[config.mk]
export PLATFORM = sky130hd
export DESIGN_NAME = atspd_seq
export DESIGN_NICKNAME = d
export VERILOG_FILES = /design/src/rtl/atspd_pkg.sv /design/src/rtl/atspd_dncnt.sv /design/src/rtl/atspd_outdec.sv /design/src/rtl/atspd_seq.sv
export SDC_FILE = /design/constraint.sdc
export NUM_CORES = 1
export LEC_CHECK = 0
export CAP_MARGIN = 20
export CORE_UTILIZATION = 50
export DETAILED_ROUTE_END_ITERATION = 8
export DONT_BUFFER_PORTS = 1
export PLACE_DENSITY = 0.67
export SLEW_MARGIN = 20
export SYNTH_ARGS = -nofsm -noshare
export SYNTH_HDL_FRONTEND = slang
export SYNTH_HIERARCHICAL = 1
export SYNTH_SLANG_ARGS = --single-unit
[constraint.sdc]
create_clock -name clk -period 4.7 [get_ports clk]
set_input_delay 0.47 -clock clk [delete_from_list [all_inputs] [get_ports clk]]
set_output_delay 0.47 -clock clk [all_outputs]
set_load 0.01 [all_outputs]
[src/rtl/atspd_pkg.sv]
package atspd_pkg;

  typedef enum logic [2:0] {
    ST_IDLE    = 3'd0,
    ST_SHIFT   = 3'd1,
    ST_SETTLE  = 3'd2,
    ST_LAUNCH  = 3'd3,
    ST_CAPTURE = 3'd4,
    ST_DONE    = 3'd5
  } seq_st_e;

  typedef enum logic {
    AT_LOS = 1'b0,
    AT_LOC = 1'b1
  } at_mode_e;

  // at-speed pulses issued with scan enable low, per pattern
  function automatic int unsigned fast_pulses(at_mode_e m);
    return (m == AT_LOC) ? 2 : 1;
  endfunction

  // total test clock pulses per pattern for a given chain length
  function automatic int unsigned pattern_pulses(int unsigned len, at_mode_e m);
    return ((len == 0) ? 1 : len) + fast_pulses(m);
  endfunction

endpackage

[src/rtl/atspd_dncnt.sv]
module atspd_dncnt #(
  parameter int W = 8
) (
  input  logic         clk,
  input  logic         rst_n,
  input  logic         load,
  input  logic [W-1:0] load_val,
  input  logic         dec,
  output logic [W-1:0] cnt,
  output logic         at_one
);

  logic [W-1:0] cnt_q;

  always_ff @(posedge clk or negedge rst_n) begin
    if (!rst_n)                    cnt_q <= '0;
    else if (load)                 cnt_q <= load_val;
    else if (dec && cnt_q != '0)   cnt_q <= cnt_q - 1'b1;
  end

  assign cnt    = cnt_q;
  assign at_one = (cnt_q == W'(1));

  AST_CNT_NO_UNDERFLOW: assert property (@(posedge clk) disable iff (!rst_n)
    dec |-> cnt_q != '0);

endmodule

[src/rtl/atspd_outdec.sv]
module atspd_outdec
  import atspd_pkg::*;
(
  input  seq_st_e st,
  input  logic    slow_en,
  input  logic    fast_en,
  output logic    scan_en,
  output logic    tck_en,
  output logic    done
);

  logic shift_tick;
  logic fast_tick;

  always_comb begin
    shift_tick = (st == ST_SHIFT) && slow_en;
    fast_tick  = ((st == ST_LAUNCH) || (st == ST_CAPTURE)) && fast_en;
    scan_en    = (st == ST_SHIFT);
    tck_en     = shift_tick || fast_tick;
    done       = (st == ST_DONE);
  end

endmodule

[src/rtl/atspd_seq.sv]
module atspd_seq
  import atspd_pkg::*;
#(
  parameter int LEN_W        = 8,
  parameter int SETTLE_TICKS = 2,
  localparam int SET_W       = $clog2(SETTLE_TICKS + 1)
) (
  input  logic             clk,
  input  logic             rst_n,
  input  logic             start_i,
  input  logic             mode_i,
  input  logic [LEN_W-1:0] chain_len_i,
  input  logic             slow_en_i,
  input  logic             fast_en_i,
  output logic             scan_en_o,
  output logic             tck_en_o,
  output logic             done_o
);

  function automatic logic [LEN_W-1:0] eff_len(logic [LEN_W-1:0] l);
    return (l == '0) ? LEN_W'(1) : l;
  endfunction

  seq_st_e  st_q, st_d;
  at_mode_e mode_q;

  // named internal events
  logic sh_load, sh_dec, sh_last, shift_end;
  logic set_dec, set_last, settle_end;
  logic launch_fire, capture_fire;
  logic [LEN_W-1:0] sh_cnt;
  logic [SET_W-1:0] set_cnt;
  logic [1:0] fast_cnt_q;

  assign sh_load      = (st_q == ST_IDLE) && start_i;
  assign sh_dec       = (st_q == ST_SHIFT) && slow_en_i;
  assign shift_end    = sh_dec && sh_last;
  assign set_dec      = (st_q == ST_SETTLE) && (mode_q == AT_LOC) && slow_en_i;
  assign settle_end   = (mode_q == AT_LOS) ? ((st_q == ST_SETTLE) && fast_en_i)
                                           : (set_dec && set_last);
  assign launch_fire  = (st_q == ST_LAUNCH) && fast_en_i;
  assign capture_fire = (st_q == ST_CAPTURE) && fast_en_i;

  atspd_dncnt #(.W(LEN_W)) u_shift_cnt (
    .clk(clk), .rst_n(rst_n), .load(sh_load), .load_val(eff_len(chain_len_i)),
    .dec(sh_dec), .cnt(sh_cnt), .at_one(sh_last)
  );

  atspd_dncnt #(.W(SET_W)) u_settle_cnt (
    .clk(clk), .rst_n(rst_n), .load(shift_end), .load_val(SET_W'(SETTLE_TICKS)),
    .dec(set_dec), .cnt(set_cnt), .at_one(set_last)
  );

  always_comb begin
    st_d = st_q;
    unique case (st_q)
      ST_IDLE:    if (sh_load)      st_d = ST_SHIFT;
      ST_SHIFT:   if (shift_end)    st_d = ST_SETTLE;
      ST_SETTLE:  if (settle_end)   st_d = (mode_q == AT_LOS) ? ST_CAPTURE : ST_LAUNCH;
      ST_LAUNCH:  if (launch_fire)  st_d = ST_CAPTURE;
      ST_CAPTURE: if (capture_fire) st_d = ST_DONE;
      ST_DONE:                      st_d = ST_IDLE;
      default:                      st_d = ST_IDLE;
    endcase
  end

  always_ff @(posedge clk or negedge rst_n) begin
    if (!rst_n) begin
      st_q   <= ST_IDLE;
      mode_q <= AT_LOS;
    end else begin
      st_q <= st_d;
      if (sh_load) mode_q <= at_mode_e'(mode_i);
    end
  end

  atspd_outdec u_outdec (
    .st(st_q), .slow_en(slow_en_i), .fast_en(fast_en_i),
    .scan_en(scan_en_o), .tck_en(tck_en_o), .done(done_o)
  );

  // at-speed pulse tally for the checks below
  always_ff @(posedge clk or negedge rst_n) begin
    if (!rst_n)                        fast_cnt_q <= '0;
    else if (sh_load)                  fast_cnt_q <= '0;
    else if (tck_en_o && !scan_en_o)   fast_cnt_q <= fast_cnt_q + 1'b1;
  end

  AST_SHIFT_ON_SLOW: assert property (@(posedge clk) disable iff (!rst_n)
    (tck_en_o && scan_en_o) |-> slow_en_i);
  AST_FAST_ON_FASTEN: assert property (@(posedge clk) disable iff (!rst_n)
    (tck_en_o && !scan_en_o) |-> fast_en_i);
  AST_DONE_SINGLE: assert property (@(posedge clk) disable iff (!rst_n)
    done_o |=> !done_o);
  AST_DONE_AFTER_CAPTURE: assert property (@(posedge clk) disable iff (!rst_n)
    done_o |-> $past(tck_en_o && !scan_en_o));
  AST_FAST_COUNT: assert property (@(posedge clk) disable iff (!rst_n)
    done_o |-> (32'(fast_cnt_q) == fast_pulses(mode_q)));
  AST_MODE_HELD: assert property (@(posedge clk) disable iff (!rst_n)
    (st_q != ST_IDLE) |=> (mode_q == $past(mode_q)));
  AST_SE_DROP_AFTER_SHIFT: assert property (@(posedge clk) disable iff (!rst_n)
    shift_end |=> !scan_en_o);

endmodule

# Word level (Yosys, flattened, before mapping)
# Cells that the tools add are included.
[totals]
register_bits = 14
latchBits = 0
ram_bits = 0
romBits = 0
inputBits = 14
output_inout_bits = 3
wordCells = 52
memories = 0
[classes]
n_addsub = 2
n_mul = 0
n_div = 0
order_cmp = 0
n_eq_ne = 12
n_shift = 0
muxes = 13
n_bitwise = 0
n_reduce_logical = 21
[ops]
columns = ["operator", "count"]
rows = [
  ["$mux 8", 3],
  ["$mux 3", 6],
  ["$pmux 3 s5", 1],
  ["$logic_and 1x1->1", 12],
  ["$eq 8x1->1 const B", 1],
  ["$logic_not 8->1", 1],
  ["$ne 2x2->1 const B", 4],
  ["$reduce_bool 8->1", 1],
  ["$sub 8x1->8 const B", 1],
  ["$eq 3x2->1 const B", 2],
  ["$eq 3x3->1 const B", 2],
  ["$reduce_bool 2->1", 3],
  ["$reduce_and 5->1", 1],
  ["$mux 2", 2],
  ["$eq 3x1->1 const B", 1],
  ["$logic_not 3->1", 1],
  ["$eq 2x1->1 const B", 1],
  ["$logic_or 1x1->1", 2],
  ["$ne 2x1->1 const B", 1],
  ["$sub 2x1->2 const B", 1],
  ["$mux 1", 1],
]

# Depth between registers and ports, before layout
[logic_depth]
ltp_word = 7
mapped_depth = 7
depth_no_buf = 7

# By module
# The synthesis kept the hierarchy.
[by_module_without_submodules]
columns = ["module", "instances", "cells_per_inst", "area_per_inst_um2", "seq_area_each_um2"]
rows = [
  ["atspd_dncnt at u_shift_cnt", 1, 64, 574.3, 200.2],
  ["atspd_seq", 1, 49, 410.4, 100.1],
  ["atspd_dncnt at u_settle_cnt", 1, 14, 138.9, 50.0],
  ["atspd_outdec", 1, 6, 50.0, 0.0],
]

# Worst setup path before layout
# Ideal clock, no wire load.
[synth_timing]
path_type = "register to register"
startpoint = "register st_q[1]"
endpoint = "register u_shift_cnt.cnt_q[7], in the netlist u_shift_cnt/cnt[7]"
setup_time_ns = 0.082
arrival_ns = 2.063
t_required_ns = 4.618
setup_slack_ns = 2.555
stages_incl_launch_ff = 6
n_path_buf = 1
period_less_slack_ns = 2.145
cell_sequence = "dfrtp_1 buf_4 and4bb_2 or4b_2 or4_1 a31oi_1"
[synth_via]
elab_chain_len = 4
word_cells_on_any_way = 7
cone_classes = "1 x eq/ne; 1 x mux; 5 x reduce/logical"
[synth_lines]
columns = ["item", "line", "text"]
rows = [
  ["from (decl)", "atspd_seq.sv:24", "seq_st_e st_q, st_d;"],
  ["from (signal assigned)", "atspd_seq.sv:72", "st_q <= st_d;"],
  ["$eq 3x1->1", "atspd_seq.sv:36", "assign sh_dec = (st_q == ST_SHIFT) && slow_en_i;"],
  ["$logic_and 1x1->1", "atspd_seq.sv:36", ""],
  ["via sh_dec", "atspd_seq.sv:28", "logic sh_load, sh_dec, sh_last, shift_end;"],
  ["$logic_and 1x1->1", "atspd_dncnt.sv:18", "else if (dec && cnt_q != '0) cnt_q <= cnt_q - 1'b1;"],
  ["$reduce_bool 2->1 (no source line)", "--", ""],
  ["to (signal assigned)", "atspd_dncnt.sv:17", "else if (load) cnt_q <= load_val;"],
  ["to (signal assigned)", "atspd_dncnt.sv:18", ""],
  ["to (decl)", "atspd_dncnt.sv:13", "logic [W-1:0] cnt_q;"],
]
# The timed path passes the listed nets, and every way through them passes these cells.
# A chain may end at the register's enable or synchronous reset.

# Worst setup path in the final report
# Same ends and word-level chain as after synthesis.

==> results.tsv <==
metric	value	unit
clk_latency	0.27	ns
wl_per_cell	14.54	um
mostFrequentLayoutCells	16 x nand2_1, 14 x dfrtp_1, 7 x o211ai_1, 6 x nor2_1, 6 x inv_1	
layout.nets	147	
cp_num_buf_inv	0	
num_antenna_cells	0	
startpoint	st_q[1]	
ys_ff_latch	14	
dp_cells	150	
cts.sinks	14	
place_hpwl	1.694	mm
ir_drop	297.5	uV
synth_flop_cell	dfrtp_1	
async_reset_ff_share	100.0	%
grt_overflow	0	
relSlewSlack	35.61	%
finalClockSkew	0.002553	ns
drt-met1-wl	1.158	mm
r2r-start	st_q[1]	
syn_inst	133	
first_pass_iters	4	
drive_above_1_share	14.96	%
finalCritPeriodShare	48.99	%
setup_violations	0	
cp_max_fo	16	
die_w	50.45	um
hold_violations	0	
p_leak	0.4735	nW
cp_top_family	simple AND/OR/NAND/NOR gates	
required	4.89	ns
syn_to_final_growth	2.666	%
cts_buffers	3	
worstMarginPinSlew	0.9570	ns
die_h	50.45	um
synth_nets	152	
max_cap_viol_count	0	
holdCritPathClass	in -> reg	
grt_use_total	20.28	%
post_cts_buffers	0	
outcome	completed	
final_common_cell	nand2_1	
topRoutingLayerUsed	met3	
clkTransAtPathRegs	0.08	ns
synth_edf_count	0	
grt_pass1_wl	3.912	mm
arrival	2.50	ns
yosysWarnings	6	
min_from	mode_i	
path_class	reg -> reg	
start_util	53.05	%
grt_pass1_vias	864	
core	0.002212	mm2
tritoncts	done	
wl_met3	66	um
path_cells	and4bb_2 > or4b_2 > or4_1 > a31oi_1	
antenna_found_initial	0	
gp_congestion	0.8910	
postCtsHoldBufs	1	
powerDensity	570.4	mW/mm2
syn_area	0.001174	mm2
met2_length	1.029	mm
tns	0	ns
slowest_stage	or4b_2	
ios	17	
drv_slew	0	
synthDistinctLibCells	50	
port_buffers	0	
viasPerCell	6.103	
vias	946	
clockBufferDepth	2	
ctsHtreeMaxLevel	1	
fin_cells	155	
post_cts_resized	0	
rows	17	
start_kind	register	
crit_path_end_kind	register	
final.min_clock_period	2.303	ns
routed_wl	2.254	mm
synth-seq-area-share	29.85	%
ant_nets	0	
remaining_drc_errors	0	
avgSynthCellArea	8.824	um2
slowest_delay	0.61	ns
grt_max_degree	17	
rsz0062_at_grt	no	
root_buffer	clkbuf_4	
drt_iter0_drc	19	
max_freq	434.3	MHz
die_area	0.002545	mm2
-- per-stage QoR --
| stage | power (W) | area (um2) | hold WS (ns) | util, % | setup WS [ns] |
|---|---|---|---|---|---|
| 2_1_floorplan | 0.0005373 | 1174 | 0.1744 | - | 2.555 |
| 3_3_place_gp | 0.0005850 | 1159 | 0.1747 | 52.38 | 2.500 |
| 3_5_place_dp | 0.0005993 | 1159 | 0.1747 | 52.38 | 2.424 |
| 4_1_cts | 0.0006904 | 1205 | 0.3274 | 54.47 | 2.397 |
| 5_1_grt | 0.0007559 | 1205 | 0.3206 | 54.47 | 2.198 |
| 6_report | 0.0006873 | 1205 | 0.3421 | 54.47 | 2.397 |
-- worst register-to-register path, cell delays in order (launching register included) --
cell      delay (ns)
dfrtp_1         0.55
and4bb_2        0.47
or4b_2          0.61
or4_1           0.41
a31oi_1         0.19
-- state kept, by name, indices dropped and copies added, names as in the netlist --
| signal | flops |
|---|---|
| mode_q | 1 |
| st_q | 3 |
| u_settle_cnt/cnt | 2 |
| u_shift_cnt/cnt | 8 |
-- per-layer routing --
layer	track usage [%]	vias to the layer above
met2	28.44	11
met5	0	-
met3	6.061	0
met4	5.093	0
li1	-	483
met1	30.00	452
-- cell usage after synthesis, drive strengths merged, types with 2 or more instances --
cell | n | share of area, %
ha | 5 | 5.3
nand2 | 16 | 5.1
or4 | 3 | 1.9
dfrtp | 14 | 30
nand4b | 4 | 4.8
or4b | 4 | 3.4
a31oi | 3 | 1.6
clkbuf | 10 | 3.3
mux2 | 2 | 2.2
a21oi | 4 | 1.7
nor2b | 3 | 1.6
conb | 2 | 0.64
nor3b | 3 | 1.9
a2111o | 3 | 2.9
o211ai | 7 | 4.5
nor4 | 2 | 1.1
buf | 2 | 1.6
nor2 | 6 | 1.9
nor3 | 3 | 1.3
o311ai | 3 | 2.9
nand3b | 2 | 1.3
nand2b | 5 | 2.9
o21ai | 5 | 2.1
inv | 6 | 1.9
-- report_power, final --
| part | switching, W | internal, W |
|---|---|---|
| Clock | 0.0000377 | 0.0000471 |
| Sequential | 0.0000959 | 0.000179 |
| Combinational | 0.000164 | 0.000164 |
-- worst paths after layout --
check | end | slack [ns] | cells after the start
worst max-delay path | u_shift_cnt/cnt[7] | 2.40 | 4
worst min-delay path | mode_q | 0.34 | 1
worst max register to register | u_shift_cnt/cnt[7] | 2.40 | 4
worst min register to register | u_settle_cnt/cnt[1] | 0.60 | 2
max in group asynchronous | u_settle_cnt/cnt[1] | 3.63 | 1
min in group asynchronous | st_q[1] | 0.66 | 1
-- cell type report --
cell class / count / area [um2]
multi-input cells: 101 / 743.2
fillers: 223 / 1007
repair buffers: 2 / 17.52
clock buffers: 4 / 36.28
flip-flops and latches: 14 / 350.3
well taps: 28 / 35.03
inverters: 6 / 22.52
-- cell families (layout without fill, tap and decap cells) --
logic type | after synthesis | after routing | synth area share [%]
AO/OA/AOI/OAI | 31 | 31 | 19.83
adder cells (fa/ha/maj) | 5 | 5 | 5.330
buffers and inverters | 18 | 12 | 6.822
flip-flops | 14 | 14 | 29.85
multiplexers | 3 | 3 | 3.091
other | 2 | 2 | 0.6399
AND/OR/NAND/NOR | 60 | 60 | 34.43
(Power assumes the default switching activity.)
